## src/rtl/apt_pkg.sv

```systemverilog
package apt_pkg;
  parameter int unsigned APT_VA_W    = 20;
  parameter int unsigned APT_PA_W    = 15;
  parameter int unsigned APT_OFS_W   = 10;
  parameter int unsigned APT_ENTRIES = 32;
endpackage

```

## src/rtl/apt_entry_store.sv

```systemverilog
module apt_entry_store #(
  parameter int unsigned ENTRIES = 32,
  parameter int unsigned PAGE_W  = 10,
  parameter int unsigned BLK_W   = 5,
  parameter int unsigned IDX_W   = $clog2(ENTRIES)
) (
  input  logic                          clk,
  input  logic                          rst_n,
  input  logic                          ld_en,
  input  logic [IDX_W-1:0]              ld_idx,
  input  logic [PAGE_W-1:0]             ld_page,
  input  logic [BLK_W-1:0]              ld_block,
  input  logic                          ld_valid,
  output logic [ENTRIES-1:0]            tbl_valid,
  output logic [ENTRIES-1:0][PAGE_W-1:0] tbl_page,
  output logic [ENTRIES-1:0][BLK_W-1:0]  tbl_block
);
  for (genvar g = 0; g < ENTRIES; g++) begin : g_row
    logic             wr_en;
    logic             valid_d;
    logic [PAGE_W-1:0] page_d;
    logic [BLK_W-1:0]  block_d;

    always_comb begin
      wr_en   = ld_en && (ld_idx == IDX_W'(g));
      valid_d = wr_en ? ld_valid : tbl_valid[g];
      page_d  = wr_en ? ld_page  : tbl_page[g];
      block_d = wr_en ? ld_block : tbl_block[g];
    end

    always_ff @(posedge clk or negedge rst_n) begin
      if (!rst_n) tbl_valid[g] <= 1'b0;
      else        tbl_valid[g] <= valid_d;
    end

    always_ff @(posedge clk) begin
      if (wr_en) begin
        tbl_page[g]  <= page_d;
        tbl_block[g] <= block_d;
      end
    end
  end

  AST_INVALID_LOAD_CLEARS: assert property (@(posedge clk) disable iff (!rst_n)
    (ld_en && !ld_valid) |=> !tbl_valid[$past(ld_idx)]);
endmodule

```

## src/rtl/apt_match.sv

```systemverilog
module apt_match #(
  parameter int unsigned ENTRIES = 32,
  parameter int unsigned PAGE_W  = 10,
  parameter int unsigned BLK_W   = 5
) (
  input  logic [ENTRIES-1:0]             tbl_valid,
  input  logic [ENTRIES-1:0][PAGE_W-1:0] tbl_page,
  input  logic [ENTRIES-1:0][BLK_W-1:0]  tbl_block,
  input  logic [PAGE_W-1:0]              key_page,
  output logic                           hit,
  output logic [BLK_W-1:0]               hit_block,
  output logic [ENTRIES-1:0]             sel_vec
);
  logic [ENTRIES-1:0] raw;

  for (genvar g = 0; g < ENTRIES; g++) begin : g_cmp
    assign raw[g] = tbl_valid[g] && (tbl_page[g] == key_page);
  end

  always_comb begin
    hit       = 1'b0;
    hit_block = '0;
    sel_vec   = '0;
    for (int i = 0; i < ENTRIES; i++) begin
      if (raw[i] && !hit) begin
        hit        = 1'b1;
        sel_vec[i] = 1'b1;
        hit_block  = tbl_block[i];
      end
    end
  end
endmodule

```

## src/rtl/apt_translator.sv

```systemverilog
module apt_translator
  import apt_pkg::*;
#(
  parameter int unsigned VA_W    = APT_VA_W,
  parameter int unsigned PA_W    = APT_PA_W,
  parameter int unsigned OFS_W   = APT_OFS_W,
  parameter int unsigned ENTRIES = APT_ENTRIES
) (
  input  logic                          clk,
  input  logic                          rst_n,
  input  logic                          req_valid,
  input  logic [VA_W-1:0]               req_vaddr,
  output logic                          rsp_valid,
  output logic [PA_W-1:0]               rsp_paddr,
  output logic                          rsp_hit,
  output logic                          rsp_fault,
  input  logic                          ld_en,
  input  logic [$clog2(ENTRIES)-1:0]    ld_idx,
  input  logic [VA_W-OFS_W-1:0]         ld_page,
  input  logic [PA_W-OFS_W-1:0]         ld_block,
  input  logic                          ld_valid
);
  localparam int unsigned PAGE_W = VA_W - OFS_W;
  localparam int unsigned BLK_W  = PA_W - OFS_W;
  localparam int unsigned IDX_W  = $clog2(ENTRIES);

  logic [ENTRIES-1:0]             tbl_valid;
  logic [ENTRIES-1:0][PAGE_W-1:0] tbl_page;
  logic [ENTRIES-1:0][BLK_W-1:0]  tbl_block;
  logic                           m_hit;
  logic [BLK_W-1:0]               m_block;
  logic [ENTRIES-1:0]             m_sel;

  apt_entry_store #(.ENTRIES(ENTRIES), .PAGE_W(PAGE_W), .BLK_W(BLK_W), .IDX_W(IDX_W)) u_store (
    .clk(clk), .rst_n(rst_n),
    .ld_en(ld_en), .ld_idx(ld_idx), .ld_page(ld_page), .ld_block(ld_block), .ld_valid(ld_valid),
    .tbl_valid(tbl_valid), .tbl_page(tbl_page), .tbl_block(tbl_block)
  );

  apt_match #(.ENTRIES(ENTRIES), .PAGE_W(PAGE_W), .BLK_W(BLK_W)) u_match (
    .tbl_valid(tbl_valid), .tbl_page(tbl_page), .tbl_block(tbl_block),
    .key_page(req_vaddr[VA_W-1:OFS_W]),
    .hit(m_hit), .hit_block(m_block), .sel_vec(m_sel)
  );

  logic            valid_d, hit_d, fault_d;
  logic [PA_W-1:0] paddr_d;

  always_comb begin
    valid_d = req_valid;
    hit_d   = req_valid && m_hit;
    fault_d = req_valid && !m_hit;
    paddr_d = req_valid ? {m_block, req_vaddr[OFS_W-1:0]} : rsp_paddr;
  end

  always_ff @(posedge clk or negedge rst_n) begin
    if (!rst_n) begin
      rsp_valid <= 1'b0;
      rsp_hit   <= 1'b0;
      rsp_fault <= 1'b0;
      rsp_paddr <= '0;
    end else begin
      rsp_valid <= valid_d;
      rsp_hit   <= hit_d;
      rsp_fault <= fault_d;
      rsp_paddr <= paddr_d;
    end
  end

  AST_RSP_AFTER_REQ:  assert property (@(posedge clk) disable iff (!rst_n)
    req_valid |=> rsp_valid);
  AST_RSP_IDLE:       assert property (@(posedge clk) disable iff (!rst_n)
    !req_valid |=> !rsp_valid);
  AST_OFFSET_PASS:    assert property (@(posedge clk) disable iff (!rst_n)
    req_valid |=> (rsp_paddr[OFS_W-1:0] == $past(req_vaddr[OFS_W-1:0])));
  AST_MISS_FAULTS:    assert property (@(posedge clk) disable iff (!rst_n)
    (req_valid && (m_sel == '0)) |=> (rsp_fault && !rsp_hit));
  AST_ONE_ROW:        assert property (@(posedge clk) disable iff (!rst_n)
    $onehot0(m_sel));
  AST_FLAGS_EXCL:     assert property (@(posedge clk) disable iff (!rst_n)
    rsp_valid |-> ($countones({rsp_hit, rsp_fault}) == 1));
  AST_FLAGS_QUIET:    assert property (@(posedge clk) disable iff (!rst_n)
    !rsp_valid |-> (!rsp_hit && !rsp_fault));
endmodule

```

## config.mk

```make
export PLATFORM = sky130hd
export DESIGN_NAME = apt_translator
export DESIGN_NICKNAME = d
export VERILOG_FILES = /design/src/rtl/apt_pkg.sv /design/src/rtl/apt_entry_store.sv /design/src/rtl/apt_match.sv /design/src/rtl/apt_translator.sv
export SDC_FILE = /design/constraint.sdc
export NUM_CORES = 1
export LEC_CHECK = 0
export BUFFER_PORTS_ARGS = -buffer_cell sky130_fd_sc_hd__buf_2
export CORE_MARGIN = 10
export CORE_UTILIZATION = 49
export CTS_BUF_LIST = sky130_fd_sc_hd__clkbuf_4 sky130_fd_sc_hd__clkbuf_8
export CTS_CLUSTER_DIAMETER = 60
export DETAILED_ROUTE_END_ITERATION = 8
export GPL_TIMING_DRIVEN = 0
export PLACE_DENSITY = 0.65
export SLEW_MARGIN = 20
export SYNTH_ARGS = -nofsm -noshare
export SYNTH_HDL_FRONTEND = slang
export SYNTH_SLANG_ARGS = --single-unit
```

## constraint.sdc

```tcl
create_clock -name clk -period 3.78 [get_ports clk]
set_input_delay 0.567 -clock clk [delete_from_list [all_inputs] [get_ports clk]]
set_output_delay 0.567 -clock clk [all_outputs]
set_load 0.02 [all_outputs]
```

==> results of run 1 <==
## report_power, final
| group | leakage (nW) | switching [mW] | internal [mW] |
|---|---|---|---|
| Sequential | 4.95 | 0.0790 | 6.54 |
| Combinational | 2.58 | 0.538 | 0.302 |
| Clock | 0.988 | 2.31 | 2.93 |
## logic make-up after synthesis
logic type	share of synthesized area [%]
flip-flops	66.89
AND/OR/NAND/NOR	12.14
XOR/XNOR	11.97
AO/OA/AOI/OAI	3.718
buffers and inverters	2.457
multiplexers	2.826
## metrics by stage
step / hold slack [ps] / utilization (%) / setup WS, ps
2_1_floorplan: 271.4 / - / 376.7
3_3_place_gp: 484.0 / 51.40 / -965.0
3_5_place_dp: 489.4 / 51.96 / -950.2
4_1_cts: 30.63 / 55.92 / 17.91
5_1_grt: 46.65 / 56.19 / 8.672
6_report: 88.13 / 56.19 / 119.2
## path summary, 6_finish.rpt
| path | slack [ps] | depth (start not counted) | endpoint | from |
|---|---|---|---|---|
| max reg2reg | 120 | 13 | rsp_paddr[14] | u_store.tbl_page[23] |
| min | 90 | 1 | rsp_valid | req_valid |
| max | 120 | 13 | rsp_paddr[14] | u_store.tbl_page[23] |
| min reg2reg | 500 | 1 | rsp_paddr[3] | rsp_paddr[3] |
| min in group asynchronous | 400 | 2 | u_store.tbl_valid[25] | rst_n |
| max in group asynchronous | 2810 | 3 | u_store.tbl_valid[3] | rst_n |
## routing by layer
layer | global-route usage, % | part of all wire [%]
met5 | 0 | 0.014
met4 | 8.680 | 3.7
met3 | 5.648 | 8.3
met2 | 33.71 | 45
met1 | 29.40 | 43
## final cells by class
cell class	count	area share (%)
clock inverter	27	0.7587
tap	615	2.880
buffer	58	1.859
timing repair buffer	72	1.826
clock buffer	135	6.182
inverter	21	0.2950
sequential	530	58.63
multi-input combinational	1018	27.57
## cell usage in the layout (no fill, tap or decap), types with 7 or more instances in the layout
cell and count:
a211oi_1 8, a21oi_1 40, and3_1 8, buf_2 53
buf_4 30, buf_6 17, buf_8 12, clkbuf_1 13
clkbuf_4 33, clkbuf_8 102, clkinv_2 13, dfrtp_1 50
edfxtp_1 480, inv_1 20, mux2_2 48, mux2i_1 11
nand2_1 49, nand2b_1 9, nand3_1 71, nand3b_1 11
nand4_1 116, nor2_1 42, nor2_2 24, nor3_1 55
nor3_2 20, nor4_1 16, o211ai_1 7, o21ai_0 19
o21ai_1 7, or3_1 27, xnor2_1 317
## flip-flops by register name, summed over array words and instances, names as in the netlist
register,flops
rsp_fault,1
u_store.tbl_block,160
u_store.tbl_valid,32
rsp_paddr,15
u_store.tbl_page,320
rsp_hit,1
rsp_valid,1
## what timing repair did
item | CTS | global route
setup buffers | 0 | 4
gates resized for setup | 4 | 12
pin swaps | 0 | 1
endpoints found under the hold margin | 20 | 0
setup endpoints to repair | 3 | 5
hold buffers | 1 | 0
==> results_dict.tcl, run 1 <==
set metrics [dict create \
    relSlewSlack_pct 23.18 \
    cp_cell_sequence "xnor2_1 -> nand4_1 -> nor3_2 -> or4_1 -> buf_2 -> or4_4 -> buf_6 -> or3_1 -> o21ai_1 -> a2111oi_0 -> a21oi_1 -> o21ai_1 -> a31oi_1" \
    grt_overflow_total 0 \
    synth_top_cell_area_share_pct 61.55 \
    antenna_found_initial 1 \
    ys_ff_latch 530 \
    finalSetupViolations 0 \
    yosys_most_used_dff "edfxtp_1" \
    syn_avg_cell_area_um2 14.39 \
    path_delay_family "simple AND/OR/NAND/NOR gates" \
    finalCritPeriodShare_pct 96.85 \
    final-max-slew-violation-count 0 \
    power.density_mw_per_mm2 475.7 \
    drive_gt1_share_pct 20.69 \
    max_stage_delay_ps 520 \
    maxCapViolCount 0 \
    ys_async_sr_fraction_pct 9.434 \
    layout.nets 1833 \
    track_usage_pct 21.97 \
    cp_num_buf_inv 2 \
    crit_top_cell "o21ai_1" \
    routedWlPerCell_um 25.16 \
    initial_core_util_pct 49.26 \
    synth_nets 1672 \
    placedCellCount 2308 \
    yosys_warnings 0 \
    crit_path_top_delay_cell "or4_1" \
    hpwl_mm 38.71 \
    finalClockSkew_ps 17.43 \
    grt_max_degree 33 \
    synth-edff-count 480 \
    antenna_left 0 \
    gp_congestion 0.8944 \
    finalHoldViolations 0 \
    grt_pass1_vias 14579 \
    cts_buffers 87 \
    vias_per_cell 5.907 \
    crit_arrival_ps 4250 \
    cts_root_buf "clkbuf_8" \
    grt_setup_unrepaired "false" \
    crit_type "flop to flop" \
    grt_pass1_wl_mm 92.17 \
    ir_drop_v 0.0003147 \
    rows 80 \
    end_kind "flop" \
    syn_inst 1627 \
    htreeDepth 3 \
    status "completed" \
    worstMarginPinSlew_ps 1144 \
    cts_sinks 530 \
    min_path_type "input pin to flop" \
    postRouteWirelength_mm 62.31 \
    via_count 14626 \
    die_width_um 238.6 \
    coreArea_mm2 0.04755 \
    dieHeight_um 238.6 \
    path_max_fanout 10 \
    synth.area.top_cells "edfxtp_1, xnor2_1, dfrtp_1" \
    synth_area_mm2 0.02342 \
    finalNonFillerCells 2476 \
    ys_seq_area_share_pct 66.89 \
    fmax_mhz 273.2 \
    p_leak_nw 8.520 \
    cts_tree "done" \
    synthTopCellsByCount "edfxtp_1, xnor2_1, nand4_1, nor3_1, nand3_1" \
    synth_area_leader_cell "edfxtp_1" \
    pin_count 63 \
    finalSetupTns_ps 0 \
    syn2layout_area_growth_pct 14.08 \
    yosysMostFrequentCell "edfxtp_1" \
    drc 0 \
    insertion_delay_ps 670 \
    finalPower_mw 12.71 \
    stdcell_area_mm2 0.02672 \
    ys_types 74 \
    drt_iter0_drc 1592 \
    io_buffers 50 \
    die-area_mm2 0.05694 \
    crit_path_start_kind "flop" \
    antenna_cells 0 \
    multi_input_area_mm2 0.007365 \
    period_minus_slack_ps 3661 \
    cts_buffer_depth 3 \
    cp.required_ps 4370 \
    clk_pin_slew_ps 60 \
    register_area_mm2 0.01567 \
    placed_area_mm2 0.02470 \
    fill_cells 3822 \
    dr.pass1.iters 5 \
]
(Power assumes the default switching activity.)
==> inputs of run 2 (changes only) <==
--- a/config.mk
+++ b/config.mk
@@ -5,7 +5,7 @@
 export SDC_FILE = /design/constraint.sdc
 export NUM_CORES = 1
 export LEC_CHECK = 0
-export BUFFER_PORTS_ARGS = -buffer_cell sky130_fd_sc_hd__buf_2
+export BUFFER_PORTS_ARGS = -buffer_cell sky130_fd_sc_hd__clkbuf_2
 export CORE_MARGIN = 10
 export CORE_UTILIZATION = 49
 export CTS_BUF_LIST = sky130_fd_sc_hd__clkbuf_4 sky130_fd_sc_hd__clkbuf_8
==> constraint.sdc (replaced) <==
create_clock -name clk -period 3.78 [get_ports clk]
set_input_delay 0.756 -clock clk [delete_from_list [all_inputs] [get_ports clk]]
set_output_delay 0.756 -clock clk [all_outputs]
set_load 0.02 [all_outputs]
==> run 2 against run 1 <==
  * Flip-flop and latch count is the same
  * Utilization is essentially flat
  * Non-clock buffer count grew 1
  * Clock power shrank 2%
  * Routed wire length shrank 0.78%
  * Combinational power shrank 0.6%
  * Die area is the same
  * Worst setup slack lost 41 ps
  * Clock-buffer cell count grew 8
  * Via count is essentially flat
  * Final cell count grew 0.16%
  * Largest cell class unchanged
==> results_dict.tcl, run 2 (same netlist as run 1, synthesis figures left out) <==
set metrics [dict create \
    top_register "u_store.tbl_page" \
    top_regs "u_store.tbl_page x320, u_store.tbl_block x160, u_store.tbl_valid x32" \
    path_max_fanout 10 \
    stdcell_area_mm2 0.02673 \
    cts_buffers 88 \
    cts_buffer_depth 3 \
    grt_overflow_total 0 \
    largest_reg_flops 320 \
    layout.nets 1835 \
    die_width_um 238.6 \
    layout_common_cells "edfxtp_1, xnor2_1, nand4_1" \
    crit_top_cell "buf_4" \
    gp_congestion 0.9112 \
    path_depth 17 \
    rows 80 \
    dieHeight_um 238.6 \
    p_leak_nw 8.548 \
    via_count 14627 \
    antenna_found_initial 1 \
    crit_path_start_kind "input pin" \
    pin_count 63 \
    finalSetupViolations 0 \
    die-area_mm2 0.05694 \
    cts_root_buf "clkbuf_8" \
    power.density_mw_per_mm2 471.1 \
    syn2layout_area_growth_pct 14.14 \
    grt_pass1_wl_mm 92.30 \
    crit_path_top_delay_cell "nor4_1" \
    antenna_left 0 \
    cp.required_ps 4360 \
    ir_drop_v 0.0003212 \
    layout_commonest_cell "edfxtp_1" \
    drt_iter0_drc 1460 \
    ctsHoldBuffers 0 \
    placedCellCount 2308 \
    crit_type "input pin to flop" \
    clk_pin_slew_ps 60 \
    cp_cell_sequence "buf_4 -> buf_8 -> buf_6 -> buf_4 -> xnor2_1 -> nand4_1 -> nor3_4 -> nor4b_1 -> nand4_1 -> buf_4 -> buf_4 -> o31ai_1 -> nand3b_1 -> a211oi_1 -> nor4_1 -> o21ai_1 -> a21oi_1" \
    dr.pass1.iters 6 \
    wl_met2_mm 29.09 \
    path_delay_family "simple AND/OR/NAND/NOR gates" \
    status "completed" \
    min_path_type "input pin to asynchronous set/reset pin" \
    coreArea_mm2 0.04755 \
    finalPower_mw 12.59 \
    track_usage_pct 21.77 \
    cts_tree "done" \
    drive_gt1_share_pct 21.19 \
    period_minus_slack_ps 3702 \
    end_kind "flop" \
    postRouteWirelength_mm 61.82 \
    max_stage_delay_ps 390 \
    cts_sinks 530 \
    crit_arrival_ps 4280 \
    finalHoldViolations 0 \
    io_buffers 50 \
    hpwl_mm 38.79 \
    top_layer "met5" \
    maxCapViolCount 0 \
    grt_setup_unrepaired "true" \
    placed_area_mm2 0.02472 \
    fmax_mhz 270.1 \
    worstMarginPinSlew_ps 1163 \
    finalCritPeriodShare_pct 97.94 \
    drc 0 \
    grt_max_degree 33 \
    fill_cells 3792 \
    finalNonFillerCells 2480 \
    grt_pass1_vias 14578 \
    vias_per_cell 5.898 \
    insertion_delay_ps 670 \
    initial_core_util_pct 49.26 \
    final-max-slew-violation-count 0 \
    r2r_cells 12 \
    cp_num_buf_inv 6 \
    wl_met1_mm 26.51 \
    finalClockSkew_ps 17.09 \
    routedWlPerCell_um 24.93 \
    relSlewSlack_pct 22.47 \
    met3_wirelength_mm 4.425 \
    htreeDepth 3 \
]
[run 2: changes by cell type in the layout (fill, tap and decap cells not counted), sizes merged]
| cell | delta |
|---|---|
| clkbuf | +55 |
| buf | -45 |
| clkinv | -3 |
| bufinv | -2 |
| clkinvlp | -1 |
| diode | +1 |
| dlygate4sd3 | -1 |
[run 2: worst paths after layout]
kind                                      startpoint               endpoint  slack, ps
worst max-delay path                   req_vaddr[19]          rsp_paddr[13]         80
worst min-delay path                           rst_n  u_store.tbl_valid[24]         60
worst max register to register  u_store.tbl_page[24]          rsp_paddr[12]        150
worst min register to register          rsp_paddr[2]           rsp_paddr[2]        500
max in group asynchronous                      rst_n   u_store.tbl_valid[1]       3130
min in group clk                           req_valid              rsp_valid        290
[run 2: power breakdown]
group / switching, mW / leakage (nW) / internal [mW] / total [mW]
clock network: 2.29 / 0.979 / 2.84 / 5.13
registers: 0.0802 / 4.95 / 6.55 / 6.63
logic: 0.536 / 2.62 / 0.300 / 0.835
total: 2.90 / 8.55 / 9.69 / 12.6
[run 2: final cells by class]
type                    count  area [um2]  share of cell area [%]
flip-flops and latches    530       15670                   58.60
multi-input cells        1018        7412                   27.73
clock buffers             143        1693                   6.333
well taps                 615       769.5                   2.879
plain buffers              58       503.0                   1.882
repair buffers             73       485.5                   1.816
clock inverters            21       121.4                  0.4540
inverters                  21       78.83                  0.2949
diodes                      1       2.502                0.009362
[run 2: layer usage]
metal	up-vias	track usage, %
met2	624	34.86
met5	-	0
li1	6537	-
met4	2	7.437
met3	121	4.046
met1	7343	29.34
[run 2: through the flow]
step / setup TNS [ps] / setup slack [ps] / util (%) / hold slack [ps]
2_1_floorplan: 0 / 187.7 / - / 460.4
3_3_place_gp: -7608 / -1148 / 51.40 / 488.4
3_5_place_dp: -5322 / -1161 / 52.00 / 494.9
4_1_cts: 0 / 36.74 / 55.92 / 38.00
5_1_grt: -17.34 / -13.65 / 56.22 / 61.73
6_report: 0 / 78.06 / 56.22 / 64.10
[run 2: repair_timing]
item / in CTS / in global routing
pin swaps: 0 / 3
endpoints found under the setup margin: 5 / 5
endpoints found under the hold margin: 0 / 0
buffers inserted: 3 / 4
gates cloned: 0 / 0
resized for setup: 6 / 20
